--- src/rtl/mdio_pkg.sv ---
package mdio_pkg;
  localparam int FRAME_LEN = 64;
  localparam int PRE_LEN   = 32;
  localparam int SLOT_TA0  = 46;
  localparam int SLOT_TA1  = 47;
  localparam int SLOT_D0   = 48;
  localparam int DATA_W    = 16;
  localparam int FIELD_W   = 5;

  localparam logic [1:0] OP_WR = 2'b01;
  localparam logic [1:0] OP_RD = 2'b10;

  typedef struct packed {
    logic [1:0]         op;
    logic [FIELD_W-1:0] phy;
    logic [FIELD_W-1:0] regad;
    logic [DATA_W-1:0]  data;
  } mgmt_cmd_t;
endpackage

--- src/rtl/mdio_clkdiv.sv ---
module mdio_clkdiv #(
  parameter int DIV = 8
) (
  input  logic clk,
  input  logic rst,
  input  logic run,
  output logic mdc,
  output logic rise_stb,
  output logic fall_stb
);
  localparam int CW = (DIV > 2) ? $clog2(DIV) : 1;
  localparam logic [CW-1:0] HALF_M1 = CW'(DIV / 2 - 1);
  localparam logic [CW-1:0] LAST    = CW'(DIV - 1);

  logic [CW-1:0] cnt;

  assign rise_stb = run && (cnt == HALF_M1);
  assign fall_stb = run && (cnt == LAST);

  always_ff @(posedge clk) begin
    if (rst) begin
      cnt <= '0;
      mdc <= 1'b0;
    end else if (!run) begin
      cnt <= '0;
      mdc <= 1'b0;
    end else begin
      cnt <= fall_stb ? '0 : cnt + 1'b1;
      if (rise_stb)      mdc <= 1'b1;
      else if (fall_stb) mdc <= 1'b0;
    end
  end

  // clock parks low once the frame stops
  assert_mdc_idle_low_R4: assert property (@(posedge clk) disable iff (rst)
    !run |=> !mdc);
endmodule

--- src/rtl/mdio_frame_engine.sv ---
module mdio_frame_engine
  import mdio_pkg::*;
(
  input  logic                 clk,
  input  logic                 rst,
  input  logic                 start,
  input  logic                 op_rd,
  input  logic [FRAME_LEN-1:0] frame,
  input  logic                 rise_stb,
  input  logic                 fall_stb,
  input  logic                 mdio_i,
  output logic                 busy,
  output logic                 mdio_o,
  output logic                 mdio_oe,
  output logic                 done,
  output logic [DATA_W-1:0]    rd_data,
  output logic                 ta_err
);
  localparam int SW = $clog2(FRAME_LEN);
  localparam logic [SW-1:0] S_LAST = SW'(FRAME_LEN - 1);
  localparam logic [SW-1:0] S_TA0  = SW'(SLOT_TA0);
  localparam logic [SW-1:0] S_TA1  = SW'(SLOT_TA1);
  localparam logic [SW-1:0] S_D0   = SW'(SLOT_D0);

  logic [SW-1:0]        slot;
  logic [SW-1:0]        next_slot;
  logic [FRAME_LEN-1:0] tx_sr;
  logic                 is_rd;
  logic                 last_slot;

  assign next_slot = slot + 1'b1;
  assign last_slot = (slot == S_LAST);
  assign done      = busy && fall_stb && last_slot;

  always_ff @(posedge clk) begin
    if (rst) begin
      busy    <= 1'b0;
      slot    <= '0;
      tx_sr   <= '0;
      is_rd   <= 1'b0;
      mdio_o  <= 1'b1;
      mdio_oe <= 1'b0;
      rd_data <= '0;
      ta_err  <= 1'b0;
    end else if (!busy) begin
      if (start) begin
        busy    <= 1'b1;
        slot    <= '0;
        tx_sr   <= frame;
        is_rd   <= op_rd;
        mdio_o  <= frame[FRAME_LEN-1];
        mdio_oe <= 1'b1;
        rd_data <= '0;
        ta_err  <= 1'b0;
      end
    end else begin
      if (rise_stb && is_rd) begin
        if (slot == S_TA1) ta_err <= mdio_i;
        if (slot >= S_D0)  rd_data <= {rd_data[DATA_W-2:0], mdio_i};
      end
      if (fall_stb) begin
        if (last_slot) begin
          busy    <= 1'b0;
          mdio_oe <= 1'b0;
          mdio_o  <= 1'b1;
        end else begin
          slot    <= next_slot;
          tx_sr   <= {tx_sr[FRAME_LEN-2:0], 1'b0};
          mdio_o  <= tx_sr[FRAME_LEN-2];
          mdio_oe <= !(is_rd && (next_slot >= S_TA0));
        end
      end
    end
  end

  // independent count of divider rising strobes within the frame
  logic [SW:0] rise_seen;
  always_ff @(posedge clk) begin
    if (rst)                  rise_seen <= '0;
    else if (start && !busy)  rise_seen <= '0;
    else if (busy && rise_stb) rise_seen <= rise_seen + 1'b1;
  end

  assert_frame_len_R4: assert property (@(posedge clk) disable iff (rst)
    done |-> (rise_seen == (SW+1)'(FRAME_LEN)));

  assert_oe_idle_R9: assert property (@(posedge clk) disable iff (rst)
    !busy |-> !mdio_oe);
endmodule

--- src/rtl/mdio_cmd_reg.sv ---
module mdio_cmd_reg
  import mdio_pkg::*;
(
  input  logic                 clk,
  input  logic                 rst,
  input  logic                 cmd_wr,
  input  logic [31:0]          cmd_wdata,
  input  logic                 busy,
  input  logic                 done,
  input  logic [DATA_W-1:0]    rd_data,
  input  logic                 ta_err,
  output logic                 start,
  output logic                 op_rd,
  output logic [FRAME_LEN-1:0] frame,
  output logic [31:0]          cmd_rdata
);
  mgmt_cmd_t c_in;
  mgmt_cmd_t cur;
  logic      ready;
  logic      fault;
  logic      accept;
  logic      op_ok;
  logic      op_wr;

  assign c_in  = mgmt_cmd_t'(cmd_wdata[27:0]);
  assign op_wr = (c_in.op == OP_WR);
  assign op_rd = (c_in.op == OP_RD);
  assign op_ok = op_wr || op_rd;

  assign accept = cmd_wr && !busy;
  assign start  = accept && op_ok;

  assign frame = {{PRE_LEN{1'b1}}, 2'b01, c_in.op, c_in.phy, c_in.regad,
                  op_rd ? 2'b11 : 2'b10,
                  op_rd ? {DATA_W{1'b1}} : c_in.data};

  wire unused_hi = &{1'b0, cmd_wdata[31:28]};

  always_ff @(posedge clk) begin
    if (rst) begin
      cur   <= '0;
      ready <= 1'b0;
      fault <= 1'b0;
    end else if (accept) begin
      cur.op    <= c_in.op;
      cur.phy   <= c_in.phy;
      cur.regad <= c_in.regad;
      cur.data  <= op_wr ? c_in.data : '0;
      ready     <= !op_ok;
      fault     <= !op_ok;
    end else if (done) begin
      ready <= 1'b1;
      if (cur.op == OP_RD) begin
        cur.data <= rd_data;
        fault    <= ta_err;
      end
    end
  end

  assign cmd_rdata = {1'b0, fault, 1'b0, ready, cur};

  assert_ignore_busy_R3: assert property (@(posedge clk) disable iff (rst)
    (busy && !done && cmd_wr) |=> $stable(cmd_rdata));

  assert_ready_not_busy_R9: assert property (@(posedge clk) disable iff (rst)
    ready |-> !busy);
endmodule

--- src/rtl/mdio_access_ctrl.sv ---
module mdio_access_ctrl
  import mdio_pkg::*;
#(
  parameter int MDC_DIV = 8
) (
  input  logic        clk,
  input  logic        rst,
  input  logic        cmd_wr,
  input  logic [31:0] cmd_wdata,
  output logic [31:0] cmd_rdata,
  output logic        mdc,
  output logic        mdio_o,
  output logic        mdio_oe,
  input  logic        mdio_i
);
  logic                 start, op_rd, busy, done, ta_err;
  logic                 rise_stb, fall_stb;
  logic [FRAME_LEN-1:0] frame;
  logic [DATA_W-1:0]    rd_data;

  mdio_cmd_reg u_cmd (
    .clk(clk), .rst(rst), .cmd_wr(cmd_wr), .cmd_wdata(cmd_wdata),
    .busy(busy), .done(done), .rd_data(rd_data), .ta_err(ta_err),
    .start(start), .op_rd(op_rd), .frame(frame), .cmd_rdata(cmd_rdata)
  );

  mdio_clkdiv #(.DIV(MDC_DIV)) u_div (
    .clk(clk), .rst(rst), .run(busy),
    .mdc(mdc), .rise_stb(rise_stb), .fall_stb(fall_stb)
  );

  mdio_frame_engine u_eng (
    .clk(clk), .rst(rst), .start(start), .op_rd(op_rd), .frame(frame),
    .rise_stb(rise_stb), .fall_stb(fall_stb), .mdio_i(mdio_i),
    .busy(busy), .mdio_o(mdio_o), .mdio_oe(mdio_oe), .done(done),
    .rd_data(rd_data), .ta_err(ta_err)
  );

  // data pin settles only while MDC is low
  assert_mdio_hold_R6: assert property (@(posedge clk) disable iff (rst)
    (mdc && $past(mdc)) |-> ($stable(mdio_o) && $stable(mdio_oe)));
endmodule

--- config.mk ---
export PLATFORM = sky130hd
export DESIGN_NAME = mdio_access_ctrl
export DESIGN_NICKNAME = d
export VERILOG_FILES = /design/src/rtl/mdio_pkg.sv /design/src/rtl/mdio_clkdiv.sv /design/src/rtl/mdio_frame_engine.sv /design/src/rtl/mdio_cmd_reg.sv /design/src/rtl/mdio_access_ctrl.sv
export SDC_FILE = /design/constraint.sdc
export NUM_CORES = 1
export LEC_CHECK = 0
export ABC_CLOCK_PERIOD_IN_PS = 5100
export CORE_UTILIZATION = 59
export DETAILED_ROUTE_END_ITERATION = 16
export PLACE_DENSITY = 0.86
export SYNTH_ARGS = -nofsm -noshare
export SYNTH_HDL_FRONTEND = slang
export SYNTH_SLANG_ARGS = --single-unit
export TNS_END_PERCENT = 100
--- constraint.sdc ---
create_clock -name clk -period 5.1 [get_ports clk]
set_input_delay 1.275 -clock clk [delete_from_list [all_inputs] [get_ports clk]]
set_output_delay 1.275 -clock clk [all_outputs]
set_load 0.05 [all_outputs]
==> Yosys cells after proc, flatten, opt, wreduce, memory -nomap -nowiden <==
Index checks and enable logic that the tools add are counted.
{ "op_classes": {"n_reduce_logical": 24, "n_mux": 40, "n_lt_le_gt_ge": 2, "addsub": 2, "n_eq_ne": 12, "n_bitwise": 1} }
{ "ops": {"columns": ["cell", "n"], "rows": [
  ["2-to-1 mux 63 bit", 4],
  ["2-to-1 mux 16 bit", 9],
  ["2-to-1 mux 6 bit", 4],
  ["2-to-1 mux 1 bit", 23],
  ["equality test 6 bit, second input constant", 2],
  ["greater-or-equal comparator 6 bit, second input constant", 2],
  ["inequality test 2 bit, second input constant", 5],
  ["AND reduction 3 bit", 3],
  ["logical AND 1 bit", 8],
  ["nonzero test 2 bit", 4],
  ["adder 6 x 1 -> 6 bit, second input constant", 1],
  ["AND reduction 2 bit", 3],
  ["equality test 2 bit, second input constant", 2],
  ["adder 3 x 1 -> 3 bit, second input constant", 1],
  ["equality test 3 x 2 -> 1 bit, second input constant", 1],
  ["equality test 3 bit, second input constant", 1],
  ["zero test 1 bit", 3],
  ["OR reduction 3 bit", 1],
  ["equality test 2 x 1 -> 1 bit, second input constant", 1],
  ["OR reduction 2 bit", 1],
  ["logical OR 1 bit", 1],
  ["NOT 1 bit", 1]
]} }
{ "word_totals": {"register_bits": 124, "in_bits": 36} }

==> Depth between registers and ports, before layout <==
{ "logic_depth": {"ltp_word": 7, "depth_mapped": 9, "depth_no_buf": 6} }

==> Modules after synthesis <==
A second synthesis with hierarchy kept.
{ "hier_totals": {"cells_unflattened": 693, "hier_area_um2": 6806.5} }
{ "modules_own_cells": {"columns": ["module", "cells_per_inst", "seq_area_each_um2", "instances", "area_per_inst_um2"], "rows": [
  ["mdio_frame_engine", 443, 1801.7, 1, 4754.6],
  ["mdio_cmd_reg", 233, 600.6, 1, 1865.5],
  ["mdio_clkdiv", 17, 80.1, 1, 186.4]
]} }

==> Worst setup path after synthesis <==
Ideal clock, no wire load.
{ "synth_timing": {"path_kind": "input-to-reg", "startpoint": "input cmd_wdata[26]", "endpoint": "register u_eng.tx_sr[10]", "stages": 6, "setup_ns": 0.086, "slack_ns": 2.507, "t_arrival_ns": 2.507, "required_ns": 5.014, "cell_sequence": "inv_1 -> ha_1 -> nor3b_4 -> clkbuf_1 -> nor3_1 -> a211oi_1"} }
{ "synth_between": {"elab_chain_cells": 5} }
{ "synth_lines": {"columns": ["element", "line", "text"], "rows": [
  ["start, declared", "mdio_access_ctrl.sv:9", "input logic [31:0] cmd_wdata,"],
  ["equality test 2 x 1 -> 1 bit or equality test 2 bit (tied branches)", "mdio_cmd_reg.sv:26, mdio_cmd_reg.sv:27", null],
  ["logical OR 1 bit", "mdio_cmd_reg.sv:28", "assign op_ok = op_wr || op_rd;"],
  ["logical AND 1 bit", "mdio_cmd_reg.sv:31", "assign start = accept && op_ok;"],
  ["nonzero test 2 bit (no line)", null, null],
  ["AND reduction 3 bit (no line)", null, null],
  ["end signal, assigned", "mdio_frame_engine.sv:49", "tx_sr <= frame;"],
  ["end signal, assigned", "mdio_frame_engine.sv:68", "tx_sr <= {tx_sr[FRAME_LEN-2:0], 1'b0};"],
  ["end, declared", "mdio_frame_engine.sv:27", "logic [FRAME_LEN-1:0] tx_sr;"]
]} }
Parallel ways exist; a longest one is shown, timed or not. The select of a mux whose other input is x is not followed.
A chain may end at the register's enable or synchronous reset.

==> Worst setup path after layout <==
{ "layout_timing": {"startpoint": "input cmd_wdata[26]", "endpoint": "register u_eng.rd_data[0]"} }
{ "layout_between": {"elab_chain_cells": 5} }
{ "layout_lines": {"columns": ["element", "line", "text"], "rows": [
  ["equality test 2 x 1 -> 1 bit or equality test 2 bit (tied branches)", "mdio_cmd_reg.sv:26, mdio_cmd_reg.sv:27", null],
  ["logical OR 1 bit *", "mdio_cmd_reg.sv:28", null],
  ["logical AND 1 bit *", "mdio_cmd_reg.sv:31", null],
  ["nonzero test 2 bit (no line) *", null, null],
  ["AND reduction 3 bit (no line) *", null, null],
  ["end signal, assigned", "mdio_frame_engine.sv:59", "if (slot >= S_D0) rd_data <= {rd_data[DATA_W-2:0], mdio_i};"],
  ["end, declared", "mdio_frame_engine.sv:16", "output logic [DATA_W-1:0] rd_data,"]
]} }
Every way passes the cells marked *; elsewhere a longest branch is shown, timed or not.

==> results.yml <==
run:
  maxCapViolations: 0
sta:
  timing.final.crit_share: 0.639
  worst_slew_pin_slew_ns: 0.963
  setup_viol: 0
  fin_skew_ns: 0.00825
  fin_hold_ws_ns: 0.440
  slew_violations: 0
  fmax_ghz: 0.307
  slew_headroom: 0.358
  period_minus_slack_ns: 3.26
  setup_tns_ns: 0
  rsz0062_at_grt: "false"
  finalHoldViolations: 0
detailed_routing:
  ant_nets: 0
  drc: 0
  wl_um: 13500
  wl_per_cell_um: 18.0
  first_iter_violations: 333
  detail_route.vias_per_cell: 6.36
  drt-pass1-iter-count: 5
  vias: 4755
global_route:
  grt_overflow_total: 0
  grt_start_max_net_pins: 96
  antenna_found_initial: 0
  grt_use_total: 0.288
  grt_pass1_vias: 4510
  grt_pass1_wl_um: 22000
yosys:
  yosysUniqueCellTypes: 49
  synthCells: 594
  syn_area_per_cell_um2: 9.04
  seq_area_frac_synth: 0.462
  ys_warn_count: 0
  synth_area_mm2: 0.00537
  synth-seq-cells: 124
power:
  power_frac_clock: 0.445
  vdd_drop_max_v: 0.000334
  p_sw_mw: 0.712
  cell_internal_pwr_mw: 1.89
  powerDensity_mw_per_mm2: 399
  power_frac_seq: 0.415
  pwr-share-comb: 0.140
  power.leakage_nw: 2.38
  p_sw_frac: 0.274
critical_path:
  reg2reg_depth: 6
  critPathRequiredTime_ns: 5.45
  cp_max_fo: 21
  cp-endpoint: "u_eng.rd_data[0]"
  critPathLaunchType: "input port"
  worstReg2RegEnd: "u_eng.rd_data[0]"
  startpoint: "cmd_wdata[26]"
  endpoint_kind: "register"
  slowest_stage: "a41oi_4"
  r2r-start: "u_eng.busy"
  arrival_ns: 3.61
  slowest_delay_ns: 0.72
  path_cells: "clkdlybuf4s50_1 -> inv_1 -> ha_1 -> nor3b_4 -> buf_4 -> a41oi_4 -> mux2i_1 -> nor2_1"
  crit_type: "input port to register"
  r2r_slack_ns: 2.25
floorplan:
  die_h_um: 97.4
  io-pin-count: 71
  start_util: 0.613
  core-area_mm2: 0.00876
  rows: 34
  die_x_um: 97.4
  dieArea_mm2: 0.00949
clocking:
  cts_buffers: 17
  hold_buffers: 0
  cts_root_buf: "clkbuf_8"
  clk_pin_slew_worst_paths_ns: 0.06
  cts_buffer_depth: 2
  clk_latency_ns: 0.52
  h-tree-depth: 4
  clkSinkCount: 124
  cts_resized: 0
  post_cts_buffers: 0
  cts_tree: "done"
finish:
  final_net_count: 670
  final_cell_mix: "123 x dfxtp_1, 73 x nor3_1, 63 x clkdlybuf4s50_1"
  antennaDiodeCount: 0
  final_core_util: 0.743
  layout_commonest_cell: "dfxtp_1"
  multiInputGateArea_mm2: 0.00251
  regArea_mm2: 0.00248
  instances_no_fill: 748
  drive_above_1_share: 0.113
  synthToLayoutAreaGrowth_pct: 21.3
  fillCellCount: 604
placed_design:
  globalplace.congestion: 0.829
  port_buffers: 64
  hpwl_um: 7800
  dpl.cell_count: 716
min_path:
  hold_depth: 1
  hold_class: "register to register"
run_status:
  status: "finished, final reports clean"
critical path, delay by kind of cell:
family	cells	cell delay, ns
AOI/OAI and AO/OA	1	0.72
buffers and inverters	3	0.83
and+or+nand+nor	2	0.14
muxes	1	0.29
adders and majority gates	1	0.33
per-stage QoR:
stage | power (mW) | instance area [um2] | setup slack [ns]
2_1_floorplan | 1.34 | 5370 | 2.51
3_3_place_gp | 1.44 | 5930 | 1.47
3_5_place_dp | 1.45 | 5930 | 1.39
4_1_cts | 2.60 | 6510 | 1.87
5_1_grt | 2.68 | 6510 | 1.75
6_report | 2.60 | 6510 | 1.84
kinds of logic after synthesis:
logic type                 synth area share
AOI/OAI and AO/OA                     0.204
xor gates and xnor gates            0.00163
adders and majority gates            0.0163
buffers and inverters                0.0722
DFF                                   0.462
muxes                                0.0559
other                              0.000698
and+or+nand+nor                       0.187
cell type report:
| class | count | area share |
|---|---|---|
| repair buffers | 75 | 0.111 |
| clock buffers | 20 | 0.0669 |
| clock inverters | 12 | 0.0215 |
| inverters | 22 | 0.0127 |
| multi-input cells | 387 | 0.386 |
| well taps | 108 | 0.0208 |
| flip-flops and latches | 124 | 0.382 |
synthesized netlist by cell type, drive strengths merged:
cell type	instances	area, um2
dfxtp	124	2480
nor3	73	365
nand2	50	193
a21oi	41	209
clkbuf	33	125
a311oi	31	272
mux2i	30	300
a211oi	29	218
buf	29	180
nor2	29	109
inv	22	82.6
and2	18	115
o221a	16	180
o22ai	15	93.8
ha	7	87.6
nand3	7	40.0
nand2b	5	31.3
o21ai	5	28.8
nor2b	3	18.8
a31oi	2	12.5
and3	2	17.5
nand4	2	27.5
nor3b	2	26.3
nor4	2	12.5
o21bai	2	15.0
o31ai	2	15.0
or2	2	12.5
or3	2	12.5
or4	2	15.0
a2111oi	1	8.76
a41oi	1	27.5
conb	1	3.75
nand3b	1	7.51
o211ai	1	7.51
o21a	1	7.51
xnor2	1	8.76
worst min-delay path by stage:
stage	start	slack, ns	endpoint
2_1_floorplan	u_div.cnt[0]	0.40	u_div.cnt[0]
3_3_place_gp	u_div.cnt[0]	0.41	u_div.cnt[0]
3_5_place_dp	u_div.cnt[0]	0.44	u_div.cnt[0]
4_1_cts	u_div.cnt[0]	0.45	u_div.cnt[0]
5_1_grt	u_div.cnt[0]	0.48	u_div.cnt[0]
6_report	u_div.cnt[0]	0.44	u_div.cnt[0]
flip-flops by register name (all words and copies together), names as in the netlist:
signal,count
u_cmd.cmd_rdata,28
u_cmd.fault,1
u_cmd.ready,1
u_div.cnt,3
u_div.mdc,1
u_eng.busy,1
u_eng.is_rd,1
u_eng.mdio_o,1
u_eng.mdio_oe,1
u_eng.rd_data,16
u_eng.slot,6
u_eng.ta_err,1
u_eng.tx_sr,63
per-layer routing:
| layer | wire length, um | vias up | track usage |
|---|---|---|---|
| met3 | 908 | 30 | 0.0719 |
| met2 | 6470 | 211 | 0.460 |
| met4 | 275 | 0 | 0.117 |
| li1 | - | 2232 | - |
| met5 | 0 | - | 0 |
| met1 | 5840 | 2282 | 0.373 |
power groups by stage:
stage / combinational [mW] / clock, mW / sequential, mW
finish: 0.364 / 1.16 / 1.08
global route: 0.390 / 1.21 / 1.08
detailed placement: 0.355 / 0 / 1.09
floorplan: 0.203 / 0 / 1.14
global placement: 0.346 / 0 / 1.09
CTS: 0.362 / 1.16 / 1.08
No activity file was read; power rests on OpenSTA's default activity.
